$ cat src/rtl/uart_tx_pkg.sv
package uart_tx_pkg;

  typedef enum logic [2:0] {
    ST_IDLE,
    ST_START,
    ST_DATA,
    ST_PAR,
    ST_STOP
  } tx_state_e;

  // baud rate for a 4-bit rate code; unlisted codes fall back to 9600
  function automatic int unsigned code_baud(input int unsigned code);
    case (code)
      6:       return 300;
      7:       return 600;
      8:       return 1200;
      10:      return 2400;
      11:      return 3600;
      12:      return 4800;
      default: return 9600;
    endcase
  endfunction

  // rounded reference cycles per 16x tick, never below one
  function automatic int unsigned tick_div(input int unsigned ref_hz,
                                           input int unsigned baud);
    int unsigned d;
    d = (ref_hz + 8 * baud) / (16 * baud);
    return (d == 0) ? 1 : d;
  endfunction

endpackage

$ cat src/rtl/uart_baud_gen.sv
module uart_baud_gen
  import uart_tx_pkg::*;
#(
  parameter int unsigned REF_HZ = 1843200,
  parameter int unsigned DIVW   = 9
) (
  input  logic       clk_i,
  input  logic       rst_ni,
  input  logic [3:0] code_i,
  input  logic       int_i,
  output logic       tick_o
);

  localparam int unsigned NCODE   = 16;
  localparam int unsigned FALL_M1 = tick_div(REF_HZ, 9600) - 1;

  logic [DIVW-1:0] tab_m1 [NCODE];
  logic [DIVW-1:0] lim_m1;
  logic [DIVW-1:0] cnt_q, cnt_d;

  for (genvar g = 0; g < NCODE; g++) begin : g_tab
    assign tab_m1[g] = DIVW'(tick_div(REF_HZ, code_baud(g)) - 1);
  end

  assign lim_m1 = int_i ? tab_m1[code_i] : DIVW'(FALL_M1);
  assign tick_o = (cnt_q >= lim_m1);

  always_comb begin
    cnt_d = cnt_q + 1'b1;
    if (tick_o) cnt_d = '0;
  end

  always_ff @(posedge clk_i or negedge rst_ni) begin
    if (!rst_ni) cnt_q <= '0;
    else         cnt_q <= cnt_d;
  end

  // a tick restarts the period count
  p_tick_restart_r1: assert property (@(posedge clk_i) disable iff (!rst_ni)
    tick_o |=> (cnt_q == '0));

endmodule

$ cat src/rtl/uart_tx_hold.sv
module uart_tx_hold #(
  parameter int unsigned DW = 8
) (
  input  logic          clk_i,
  input  logic          rst_ni,
  input  logic          wr_i,
  input  logic [DW-1:0] wdata_i,
  input  logic          take_i,
  output logic [DW-1:0] data_o,
  output logic          full_o
);

  logic          full_q, full_d;
  logic [DW-1:0] data_q, data_d;

  always_comb begin
    full_d = wr_i | (full_q & ~take_i);
    data_d = wr_i ? wdata_i : data_q;
  end

  always_ff @(posedge clk_i or negedge rst_ni) begin
    if (!rst_ni) begin
      full_q <= 1'b0;
      data_q <= '0;
    end else begin
      full_q <= full_d;
      data_q <= data_d;
    end
  end

  assign full_o = full_q;
  assign data_o = data_q;

  // the engine only takes a byte that is present
  p_take_full_r10: assert property (@(posedge clk_i) disable iff (!rst_ni)
    take_i |-> full_q);

endmodule

$ cat src/rtl/uart_tx_engine.sv
module uart_tx_engine
  import uart_tx_pkg::*;
(
  input  logic       clk_i,
  input  logic       rst_ni,
  input  logic       tick_i,
  input  logic       full_i,
  input  logic [7:0] data_i,
  input  logic [1:0] len_i,
  input  logic       stop2_i,
  input  logic       pen_i,
  input  logic       pfix_i,
  input  logic       psel_i,
  output logic       take_o,
  output logic       line_o
);

  localparam int unsigned TW      = 5;
  localparam logic [TW-1:0] BIT_M1 = TW'(15);

  tx_state_e  state_q, state_d;
  logic [TW-1:0] tcnt_q, tcnt_d;
  logic [2:0] bidx_q, bidx_d;
  logic [2:0] nbm1_q, nbm1_d;
  logic [7:0] sh_q, sh_d;
  logic       pen_q, pen_d;
  logic       pbit_q, pbit_d;
  logic [TW-1:0] stopm1_q, stopm1_d;
  logic       line_q, line_d;

  // settings captured at transfer
  logic [2:0]    nbm1_w;
  logic [7:0]    mask_w;
  logic          pbit_w;
  logic [TW-1:0] stopm1_w;
  logic          do_load;
  logic          bit_end;

  always_comb begin
    nbm1_w = 3'd7 - {1'b0, len_i};
    mask_w = 8'hFF >> len_i;
    pbit_w = pfix_i ? ~psel_i : ((^(data_i & mask_w)) ^ ~psel_i);
    if (!stop2_i)                  stopm1_w = TW'(15);
    else if (len_i == 2'b11 && !pen_i) stopm1_w = TW'(23);
    else if (len_i == 2'b00 && pen_i)  stopm1_w = TW'(15);
    else                           stopm1_w = TW'(31);
  end

  assign bit_end = (tcnt_q == BIT_M1);

  always_comb begin
    state_d  = state_q;
    tcnt_d   = tcnt_q;
    bidx_d   = bidx_q;
    nbm1_d   = nbm1_q;
    sh_d     = sh_q;
    pen_d    = pen_q;
    pbit_d   = pbit_q;
    stopm1_d = stopm1_q;
    line_d   = line_q;
    do_load  = 1'b0;
    if (tick_i) begin
      tcnt_d = tcnt_q + 1'b1;
      case (state_q)
        ST_IDLE: begin
          tcnt_d = '0;
          if (full_i) do_load = 1'b1;
        end
        ST_START: if (bit_end) begin
          state_d = ST_DATA;
          tcnt_d  = '0;
          bidx_d  = '0;
          line_d  = sh_q[0];
        end
        ST_DATA: if (bit_end) begin
          tcnt_d = '0;
          if (bidx_q == nbm1_q) begin
            state_d = pen_q ? ST_PAR : ST_STOP;
            line_d  = pen_q ? pbit_q : 1'b1;
          end else begin
            bidx_d = bidx_q + 1'b1;
            sh_d   = sh_q >> 1;
            line_d = sh_q[1];
          end
        end
        ST_PAR: if (bit_end) begin
          state_d = ST_STOP;
          tcnt_d  = '0;
          line_d  = 1'b1;
        end
        ST_STOP: if (tcnt_q == stopm1_q) begin
          tcnt_d  = '0;
          state_d = ST_IDLE;
          if (full_i) do_load = 1'b1;
        end
        default: state_d = ST_IDLE;
      endcase
      if (do_load) begin
        state_d  = ST_START;
        tcnt_d   = '0;
        line_d   = 1'b0;
        sh_d     = data_i;
        nbm1_d   = nbm1_w;
        pen_d    = pen_i;
        pbit_d   = pbit_w;
        stopm1_d = stopm1_w;
      end
    end
  end

  always_ff @(posedge clk_i or negedge rst_ni) begin
    if (!rst_ni) begin
      state_q  <= ST_IDLE;
      tcnt_q   <= '0;
      bidx_q   <= '0;
      nbm1_q   <= 3'd7;
      sh_q     <= '0;
      pen_q    <= 1'b0;
      pbit_q   <= 1'b0;
      stopm1_q <= TW'(15);
      line_q   <= 1'b1;
    end else begin
      state_q  <= state_d;
      tcnt_q   <= tcnt_d;
      bidx_q   <= bidx_d;
      nbm1_q   <= nbm1_d;
      sh_q     <= sh_d;
      pen_q    <= pen_d;
      pbit_q   <= pbit_d;
      stopm1_q <= stopm1_d;
      line_q   <= line_d;
    end
  end

  assign take_o = do_load;
  assign line_o = line_q;

  // start bit is low for its whole duration
  p_start_low_r3: assert property (@(posedge clk_i) disable iff (!rst_ni)
    (state_q == ST_START) |-> !line_q);
  // data index never passes the captured word length
  p_idx_bound_r3: assert property (@(posedge clk_i) disable iff (!rst_ni)
    (state_q == ST_DATA) |-> (bidx_q <= nbm1_q));
  // stop period drives the line high
  p_stop_high_r6: assert property (@(posedge clk_i) disable iff (!rst_ni)
    (state_q == ST_STOP) |-> line_q);
  // idle line is high
  p_idle_high_r12: assert property (@(posedge clk_i) disable iff (!rst_ni)
    (state_q == ST_IDLE) |-> line_q);
  // non-stop bits never exceed 16 ticks
  p_bit_len_r3: assert property (@(posedge clk_i) disable iff (!rst_ni)
    (state_q != ST_STOP) |-> (tcnt_q <= BIT_M1));

endmodule

$ cat src/rtl/uart_tx_coded.sv
module uart_tx_coded
  import uart_tx_pkg::*;
#(
  parameter int unsigned REF_HZ = 1843200
) (
  input  logic       clk_i,
  input  logic       rst_ni,
  input  logic       wr_i,
  input  logic [7:0] wdata_i,
  input  logic [7:0] fmt_i,
  input  logic       par_en_i,
  input  logic       par_fixed_i,
  input  logic       par_sel_i,
  input  logic       brk_i,
  output logic       txd_o,
  output logic       tx_empty_o,
  output logic       tick16_o
);

  localparam int unsigned MAXDIV = tick_div(REF_HZ, 300);
  localparam int unsigned DIVW   = (MAXDIV < 2) ? 1 : $clog2(MAXDIV);

  logic [1:0] rst_sync_q;
  logic       rst_n;
  logic       tick;
  logic       take;
  logic       full;
  logic [7:0] hold_data;
  logic       line;

  // asynchronous assert, synchronous release
  always_ff @(posedge clk_i or negedge rst_ni) begin
    if (!rst_ni) rst_sync_q <= 2'b00;
    else         rst_sync_q <= {rst_sync_q[0], 1'b1};
  end
  assign rst_n = rst_sync_q[1];

  uart_baud_gen #(.REF_HZ(REF_HZ), .DIVW(DIVW)) baud_i (
    .clk_i  (clk_i),
    .rst_ni (rst_n),
    .code_i (fmt_i[3:0]),
    .int_i  (fmt_i[4]),
    .tick_o (tick)
  );

  uart_tx_hold #(.DW(8)) hold_i (
    .clk_i   (clk_i),
    .rst_ni  (rst_n),
    .wr_i    (wr_i),
    .wdata_i (wdata_i),
    .take_i  (take),
    .data_o  (hold_data),
    .full_o  (full)
  );

  uart_tx_engine eng_i (
    .clk_i   (clk_i),
    .rst_ni  (rst_n),
    .tick_i  (tick),
    .full_i  (full),
    .data_i  (hold_data),
    .len_i   (fmt_i[6:5]),
    .stop2_i (fmt_i[7]),
    .pen_i   (par_en_i),
    .pfix_i  (par_fixed_i),
    .psel_i  (par_sel_i),
    .take_o  (take),
    .line_o  (line)
  );

  assign txd_o      = brk_i ? 1'b0 : line;
  assign tx_empty_o = ~full;
  assign tick16_o   = tick;

  // a transfer without a new write leaves the register empty
  p_empty_after_take_r10: assert property (@(posedge clk_i) disable iff (!rst_n)
    $past(take && !wr_i) |-> tx_empty_o);
  // a write always fills the register
  p_full_after_wr_r10: assert property (@(posedge clk_i) disable iff (!rst_n)
    $past(wr_i) |-> !tx_empty_o);

endmodule

$ cat config.mk
export PLATFORM = sky130hd
export DESIGN_NAME = uart_tx_coded
export DESIGN_NICKNAME = d
export VERILOG_FILES = /design/src/rtl/uart_tx_pkg.sv /design/src/rtl/uart_baud_gen.sv /design/src/rtl/uart_tx_hold.sv /design/src/rtl/uart_tx_engine.sv /design/src/rtl/uart_tx_coded.sv
export SDC_FILE = /design/constraint.sdc
export NUM_CORES = 1
export LEC_CHECK = 0
export ABC_AREA = 0
export BUFFER_PORTS_ARGS = -buffer_cell sky130_fd_sc_hd__buf_2
export CAP_MARGIN = 20
export CORE_MARGIN = 2
export CORE_UTILIZATION = 64
export DETAILED_ROUTE_END_ITERATION = 6
export PLACE_DENSITY = 0.86
export SYNTH_ARGS = -nofsm -noshare
export SYNTH_HDL_FRONTEND = slang
export SYNTH_SLANG_ARGS = --single-unit
$ cat constraint.sdc
create_clock -name clk_i -period 4 [get_ports clk_i]
set_input_delay 0.6 -clock clk_i [delete_from_list [all_inputs] [get_ports clk_i]]
set_output_delay 0.6 -clock clk_i [all_outputs]
set_load 0.05 [all_outputs]
==> results.yml, run 1 <==
timing:
  fin_crit_ns: 3.25
  rsz0062_at_grt: "false"
  fmax_ghz: 0.308
  skew_ns: 0.00631
  hold_violations: 0
  timing.final.max_slew_violations: 0
  post-route-period-util_pct: 81.3
  finalSetupTns_ns: 0
  max_slew_margin_pct: 37.6
  setup_viol: 0
  worst_pin_slew_ns: 0.936
cells_and_area:
  final_core_util_pct: 73.5
  multi_input_area_sq_um: 1470
  fin_area_sq_um: 2980
  seq_area_sq_um: 1160
  antenna-diode-count: 0
  area_delta_synth_final_pct: 9.01
  drive_above_1_share_pct: 20.7
  finalNonFillerCells: 355
  fill_cells: 282
  finalNetCount: 342
worst_setup_path:
  required_ns: 3.40
  worst-r2r-cell-count: 4
  crit_fanout: 17
  arrival_ns: 2.65
  crit_type: "in -> out"
  start_kind: "input port"
  cp-end-kind: "primary output"
routing:
  wl_per_cell_microns: 16.0
  wl_microns: 5700
  final_antenna_net_count: 0
  viasPerCell: 6.14
  drt-pass1-iter-count: 4
  dr_total_vias: 2180
  drc: 0
  drt_iter0_markers: 148
placed_design:
  placed_area_sq_um: 2870
  io_buffers: 25
  hpwlAfterDp_microns: 3970
  place_inst: 347
  gp_congestion: 0.906
power_and_ir_drop:
  leakagePower_nw: 1.33
  p_total_w: 0.00200
  p_per_area_nw_per_um2: 670
  peakVddDrop_uv: 361
logic_synthesis:
  yosys_most_used_dff: "dfrtp_1"
  synth_cell_types: 51
  yosysMostFrequentCell: "dfrtp_1"
  syn_area_per_cell_sq_um: 9.67
  synth_seq_area_share_pct: 42.2
  yosysTopAreaCellShare_pct: 38.4
  netlist_area_sq_um: 2740
  yosysWarnings: 0
  syn-num-nets: 321
  synth_cells: 283
  yosys-top-cells-area: "dfrtp_1, ha_1, nand2_1, mux2_2, dfstp_2"
  synth_edf_count: 0
  synth_seq_cells: 46
  async_flop_share_pct: 100
  ys_top_cells_by_count: "dfrtp_1, nand2_1, nor2_1, a21oi_1, o21ai_0"
  synth_area_leader_cell: "dfrtp_1"
die:
  die_h_microns: 69.4
  die_x_microns: 69.4
  dieArea_sq_um: 4810
  start_util_pct: 67.4
  core_area_sq_um: 4060
  rows: 23
  boundaryPins: 26
clocking:
  cts_buffers: 5
  cts-resized-gates: 0
  postCtsSetupBuffers: 0
  clk_latency_ns: 0.31
  clock_sinks: 46
  cts_root_buf: "clkbuf_8"
  path_clk_slew_ns: 0.09
  cts_tree: "done"
  htreeDepth: 2
  postCtsHoldBufs: 0
  ctsLongestPathBuffers: 2
worst_hold_path:
  hold_class: "in -> async"
grt:
  grt_overflow_total: 0
  grt_pass1_vias: 2104
  antenna_found_initial: 0
  grt_pass1_wl_microns: 9870
  grt_max_degree: 45
  grt_use_total_pct: 25.0
status:
  run_status: "complete, no violations"
job:
  max_cap_violations: 0
[final timing paths]
kind | start | to | slack [ns]
setup / recovery | fmt_i[0] | tick16_o | 0.75
hold / removal | rst_ni | rst_sync_q[1] | 0.06
setup reg to reg | eng_i.state_q[0] | eng_i.stopm1_q[4] | 1.67
hold reg to reg | rst_sync_q[0] | rst_sync_q[1] | 0.36
max in group asynchronous | rst_sync_q[1] | eng_i.stopm1_q[4] | 3.00
min in group clk_i | rst_sync_q[0] | rst_sync_q[1] | 0.36
[logic make-up after synthesis]
group / count (synthesis) / synth area share, %
AND/OR/NAND/NOR: 93 / 16.7
AO/OA/AOI/OAI: 74 / 19.6
flip-flops: 46 / 42.2
buffers and inverters: 25 / 4.21
XOR/XNOR: 18 / 5.76
adder cells (fa/ha/maj): 15 / 6.86
multiplexers: 11 / 4.48
other: 1 / 0.137
[cells in the final DEF (no fill, tap or decap), types with 2 or more instances in the layout]
master,instances
dfrtp_1,41
nand2_1,32
buf_2,25
nor2_1,20
a21oi_1,19
o21ai_0,17
ha_1,15
inv_1,11
xnor2_1,11
mux2_2,10
nand3_1,9
nor2b_1,7
xor2_1,7
clkbuf_8,5
nand4_1,4
nor3_1,4
o31ai_1,4
a21oi_2,4
a41oi_1,4
dfstp_2,4
nor3b_1,3
o211ai_1,3
a21o_1,3
and2_1,3
a22o_1,3
a41oi_2,3
nand4b_1,2
a21boi_0,2
nand2b_1,2
a32o_1,2
o311ai_0,2
buf_4,2
[cell type report]
cell class                      instances  share of cell area, %
Clock inverter                          3                   1.47
Clock buffer                            5                   2.31
Multi-Input combinational cell        212                   49.1
Sequential cell                        46                   38.8
Tap cell                               50                   2.10
Inverter                               12                   1.51
Timing Repair Buffer                   27                   4.70
[worst max-delay path, stage by stage]
cell and delay (ns):
buf_2 0.11, inv_1 0.09, ha_1 0.17, nor2b_1 0.19, nand2_1 0.08, o21ai_0 0.09
nand2_1 0.08, ha_1 0.30, nand3_1 0.07, a21boi_0 0.22, nor3_2 0.08, inv_2 0.25
buf_2 0.33
[power breakdown]
group | switching, W | total, W | internal [W]
clock | 0.000169 | 0.000357 | 0.000187
sequential | 0.000157 | 0.000772 | 0.000615
combinational | 0.000546 | 0.000868 | 0.000322
[state kept, by name, indices dropped and copies added (netlist names)]
signal / flops
eng_i.stopm1_q: 2
rst_sync_q: 2
hold_i.data_o: 8
eng_i.nbm1_q: 2
eng_i.state_q: 3
eng_i.tcnt_q: 5
eng_i.line_o: 1
baud_i.cnt_q: 9
eng_i.bidx_q: 3
hold_i.full_o: 1
eng_i.sh_q: 8
eng_i.pen_q: 1
eng_i.pbit_q: 1
[through the flow]
step,setup WS (ns),hold WS (ns)
2_1_floorplan,0.814,0.304
4_1_cts,0.800,0.0496
5_1_grt,0.537,0.0317
3_5_place_dp,0.811,0.341
6_report,0.749,0.0569
3_3_place_gp,0.916,0.336
[routing by layer]
| metal | vias to the layer above | share of wire [%] | GRT usage (%) |
|---|---|---|---|
| met5 | - | 0 | 0 |
| met4 | 0 | 1.0 | 5.88 |
| met3 | 6 | 3.6 | 4.36 |
| met2 | 55 | 51 | 42.4 |
| met1 | 1077 | 45 | 33.7 |
| li1 | 1042 | - | - |
Power figures use the tool's default switching activity.
==> run 2: changes to the inputs <==
- CORE_UTILIZATION: 64 -> 59
- PLACE_DENSITY: 0.86 -> 0.8
- clock period: 4 -> 3 ns (I/O delays scaled with it)
==> results.yml, run 2 (synthesis gave the netlist of run 1 again) <==
routing:
  drt_iter0_markers: 141
  wl_microns: 5510
  wl_per_cell_microns: 15.2
  dr_total_vias: 2111
  final_antenna_net_count: 0
  drt-pass1-iter-count: 4
  viasPerCell: 5.83
  drc: 0
timing:
  rsz0062_at_grt: "false"
  fmax_ghz: 0.359
  hold_violations: 0
  max_slew_margin_pct: 60.3
  worst_pin_slew_ns: 0.591
  timing.final.max_slew_violations: 0
  skew_ns: 0.0108
  setup_viol: 0
  worst_slack_ns: 0.217
  fin_crit_ns: 2.78
  post-route-period-util_pct: 92.8
  finalSetupTns_ns: 0
grt:
  grt_max_degree: 45
  antenna_found_initial: 0
  grt_overflow_total: 0
  grt_use_total_pct: 23.7
  grt_pass1_wl_microns: 9600
  grt_pass1_vias: 2040
worst_setup_path:
  arrival_ns: 2.33
  start_kind: "input port"
  crit_fanout: 10
  cp-end-kind: "primary output"
  crit_type: "in -> out"
  required_ns: 2.55
cells_and_area:
  antenna-diode-count: 0
  final_common_cell: "dfrtp_1"
  area_delta_synth_final_pct: 10.9
  fin_area_sq_um: 3030
  largest_reg_flops: 9
  drive_above_1_share_pct: 21.6
  largest_register: "baud_i.cnt_q"
  layout_common_cells: "dfrtp_1, nand2_1, buf_2"
  finalNetCount: 347
status:
  run_status: "complete, no violations"
placed_design:
  gp_congestion: 0.873
  io_buffers: 25
  post-place-ws_ns: 0.215
  hpwlAfterDp_microns: 3870
  placed_area_sq_um: 2900
die:
  core_area_sq_um: 4410
  rows: 24
  boundaryPins: 26
  die_x_microns: 72.1
  dieArea_sq_um: 5200
  die_h_microns: 72.1
  start_util_pct: 62.0
clocking:
  clock_sinks: 46
  postCtsSetupBuffers: 0
  cts_buffers: 5
  clk_latency_ns: 0.31
  cts_tree: "done"
  htreeDepth: 2
  cts_root_buf: "clkbuf_8"
  path_clk_slew_ns: 0.08
  ctsLongestPathBuffers: 2
power_and_ir_drop:
  p_per_area_nw_per_um2: 886
  peakVddDrop_uv: 503
  leakagePower_nw: 1.35
worst_hold_path:
  hold_class: "reg -> async"
job:
  max_cap_violations: 0
-- run 2: layout make-up --
type | instances | area, sq um
inverter | 12 | 45.0
tap | 52 | 65.1
sequential | 46 | 1160
multi-input combinational | 212 | 1470
timing repair buffer | 32 | 193
clock buffer | 5 | 68.8
clock inverter | 3 | 40.0
fill | 340 | 1380
-- run 2: through the flow --
stage / hold slack [ns] / power, W / utilization, % / cells
5_1_grt: 0.0922 / 0.00290 / 68.7 / 362
4_1_cts: 0.350 / 0.00269 / 68.3 / 361
3_5_place_dp: 0.238 / 0.00222 / 65.6 / 352
3_3_place_gp: 0.236 / 0.00217 / 65.6 / 352
6_report: 0.0808 / 0.00269 / 68.7 / 362
2_1_floorplan: 0.154 / 0.00194 / - / 283
-- run 2: where the power goes --
| part | switching [W] | internal [W] |
|---|---|---|
| Sequential | 0.000200 | 0.000821 |
| Combinational | 0.000742 | 0.000465 |
| Clock | 0.000216 | 0.000245 |
-- run 2: final timing paths --
kind | from | depth (start not counted) | endpoint | slack, ns
max reg2reg | eng_i.state_q[0] | 4 | eng_i.stopm1_q[4] | 0.61
max | fmt_i[0] | 13 | tick16_o | 0.22
min reg2reg | rst_sync_q[1] | 0 | baud_i.cnt_q[2] | 0.08
min | rst_sync_q[1] | 0 | baud_i.cnt_q[2] | 0.08
min in group clk_i | rst_sync_q[0] | 0 | rst_sync_q[1] | 0.35
max in group asynchronous | rst_sync_q[1] | 1 | eng_i.nbm1_q[1] | 2.42
-- run 2: metal layers --
| metal | up-vias | GRT usage (%) | part of all wire (%) |
|---|---|---|---|
| met5 | - | 0 | 0 |
| met4 | 0 | 8.81 | 1.6 |
| met3 | 6 | 4.44 | 3.8 |
| met2 | 47 | 37.3 | 47 |
| met1 | 1000 | 32.8 | 47 |
| li1 | 1058 | - | - |
-- run 2: repair_timing --
| action | in CTS | in global routing |
|---|---|---|
| gates resized for setup | 0 | 0 |
| endpoints found under the hold margin | 2 | 0 |
| hold buffers | 1 | 0 |
-- run 2: worst max-delay path, cell delays in order --
cell and delay (ns):
buf_2 0.11, inv_1 0.10, ha_1 0.17, nor2b_1 0.17
nand2_1 0.06, o21ai_0 0.07, nand2_1 0.08, ha_1 0.30
nand4_1 0.09, a21oi_1 0.18, nor3_2 0.08, inv_2 0.17
buf_2 0.31
==> run 3: changes to the inputs <==
- SETUP_SLACK_MARGIN: not set -> 0.3
==> results.yml, run 3 (synthesis gave the netlist of run 1 again) <==
clocking:
  cts_buffers: 5
  ctsLongestPathBuffers: 2
  cts_tree: "done"
  clock_sinks: 46
  cts_root_buf: "clkbuf_8"
  htreeDepth: 2
  path_clk_slew_ns: 0.08
  clk_latency_ns: 0.30
routing:
  wl_microns: 5460
  final_antenna_net_count: 0
  dr_total_vias: 2115
  drc: 0
  wl_per_cell_microns: 15.0
  drt-pass1-iter-count: 4
  drt_iter0_markers: 129
  viasPerCell: 5.83
worst_setup_path:
  startpoint: "fmt_i[0]"
  arrival_ns: 2.13
  cp-end-kind: "primary output"
  worstReg2RegStart: "eng_i.stopm1_q[3]"
  crit_type: "in -> out"
  start_kind: "input port"
  required_ns: 2.55
  crit_fanout: 3
cells_and_area:
  drive_above_1_share_pct: 22.8
  layout_common_cells: "dfrtp_1, nand2_1, buf_2"
  antenna-diode-count: 0
  finalNonFillerCells: 363
  area_delta_synth_final_pct: 10.9
  final_common_cell: "dfrtp_1"
  largest_register: "baud_i.cnt_q"
  largest_reg_flops: 9
  finalNetCount: 348
  final_core_util_pct: 68.7
  fin_area_sq_um: 3030
timing:
  fmax_ghz: 0.387
  setup_viol: 0
  worst_slack_ns: 0.416
  max_slew_margin_pct: 37.9
  rsz0062_at_grt: "false"
  worst_pin_slew_ns: 0.931
  post-route-period-util_pct: 86.1
  fin_crit_ns: 2.58
  timing.final.max_slew_violations: 0
  skew_ns: 0.0116
  finalSetupTns_ns: 0
  hold_violations: 0
placed_design:
  post-place-ws_ns: 0.125
  place_inst: 350
  io_buffers: 25
  hpwlAfterDp_microns: 3950
  gp_congestion: 0.893
  placed_area_sq_um: 2890
grt:
  grt_use_total_pct: 23.5
  antenna_found_initial: 0
  grt_overflow_total: 0
  grt_pass1_wl_microns: 9550
  grt_max_degree: 45
  grt_pass1_vias: 2157
die:
  core_area_sq_um: 4410
  boundaryPins: 26
  rows: 24
  start_util_pct: 62.0
  die_h_microns: 72.1
  die_x_microns: 72.1
  dieArea_sq_um: 5200
job:
  max_cap_violations: 0
power_and_ir_drop:
  p_per_area_nw_per_um2: 877
  leakagePower_nw: 1.35
  peakVddDrop_uv: 533
worst_hold_path:
  hold_class: "in -> reg"
  hp-start: "wdata_i[7]"
status:
  run_status: "complete, no violations"
==> run 3: worst paths after layout <==
| kind | end | slack [ns] | cells past startpoint |
|---|---|---|---|
| max | tick16_o | 0.42 | 13 |
| min | hold_i.data_o[7] | 0.36 | 3 |
| max reg2reg | eng_i.pbit_q | 0.70 | 6 |
| min reg2reg | rst_sync_q[1] | 0.36 | 0 |
| max in group asynchronous | eng_i.tcnt_q[4] | 2.00 | 0 |
| min in group asynchronous | eng_i.state_q[1] | 0.42 | 0 |
==> run 3: metal layers <==
metal	routed length [microns]	global-route usage, %	share of wire, %	vias to the layer above
met5	0	0	0	-
met4	117	9.43	2.1	0
met3	147	4.31	2.7	13
met2	2650	38.9	49	38
met1	2550	30.7	47	1005
li1	-	-	-	1059
==> run 3: repair_timing <==
item / in CTS / in global routing
buffers inserted: 4 / 0
endpoints found under the setup margin: 1 / 3
gates cloned: 0 / 0
pin swaps: 1 / 2
hold endpoints to repair: 2 / 0
gates resized for setup: 2 / 4
hold buffers: 1 / 0
==> run 3: metrics by stage <==
step | hold slack (ns) | power (W)
after floorplan | 0.154 | 0.00195
after global placement | 0.235 | 0.00217
after detailed placement | 0.240 | 0.00221
after CTS | 0.353 | 0.00265
after global routing | 0.365 | 0.00286
final | 0.359 | 0.00266
==> run 3: power breakdown <==
group / internal, W / leakage, nW / total (W) / switching, W
logic: 0.000518 / 0.743 / 0.00126 / 0.000741
clock network: 0.000165 / 0.0452 / 0.000374 / 0.000210
registers: 0.000821 / 0.560 / 0.00103 / 0.000208
total: 0.00150 / 1.35 / 0.00266 / 0.00116
==> run 3: worst max-delay path, stage by stage <==
cell and delay, ns:
buf_2 0.11, inv_1 0.10, ha_1 0.18, nor2b_2 0.16
nand2_1 0.06, o21ai_0 0.07, nand2_1 0.10, ha_1 0.30
nand4_1 0.10, a21oi_1 0.05, nor3_2 0.22, inv_2 0.08
buf_6 0.16
==> run 3: area by class of cell <==
class / instances / area (sq um)
Multi-Input combinational cell: 212 / 1470
Tap cell: 52 / 65.1
Sequential cell: 46 / 1160
Fill cell: 355 / 1380
Inverter: 12 / 45.0
Clock buffer: 6 / 72.6
Clock inverter: 2 / 13.8
Timing Repair Buffer: 33 / 206
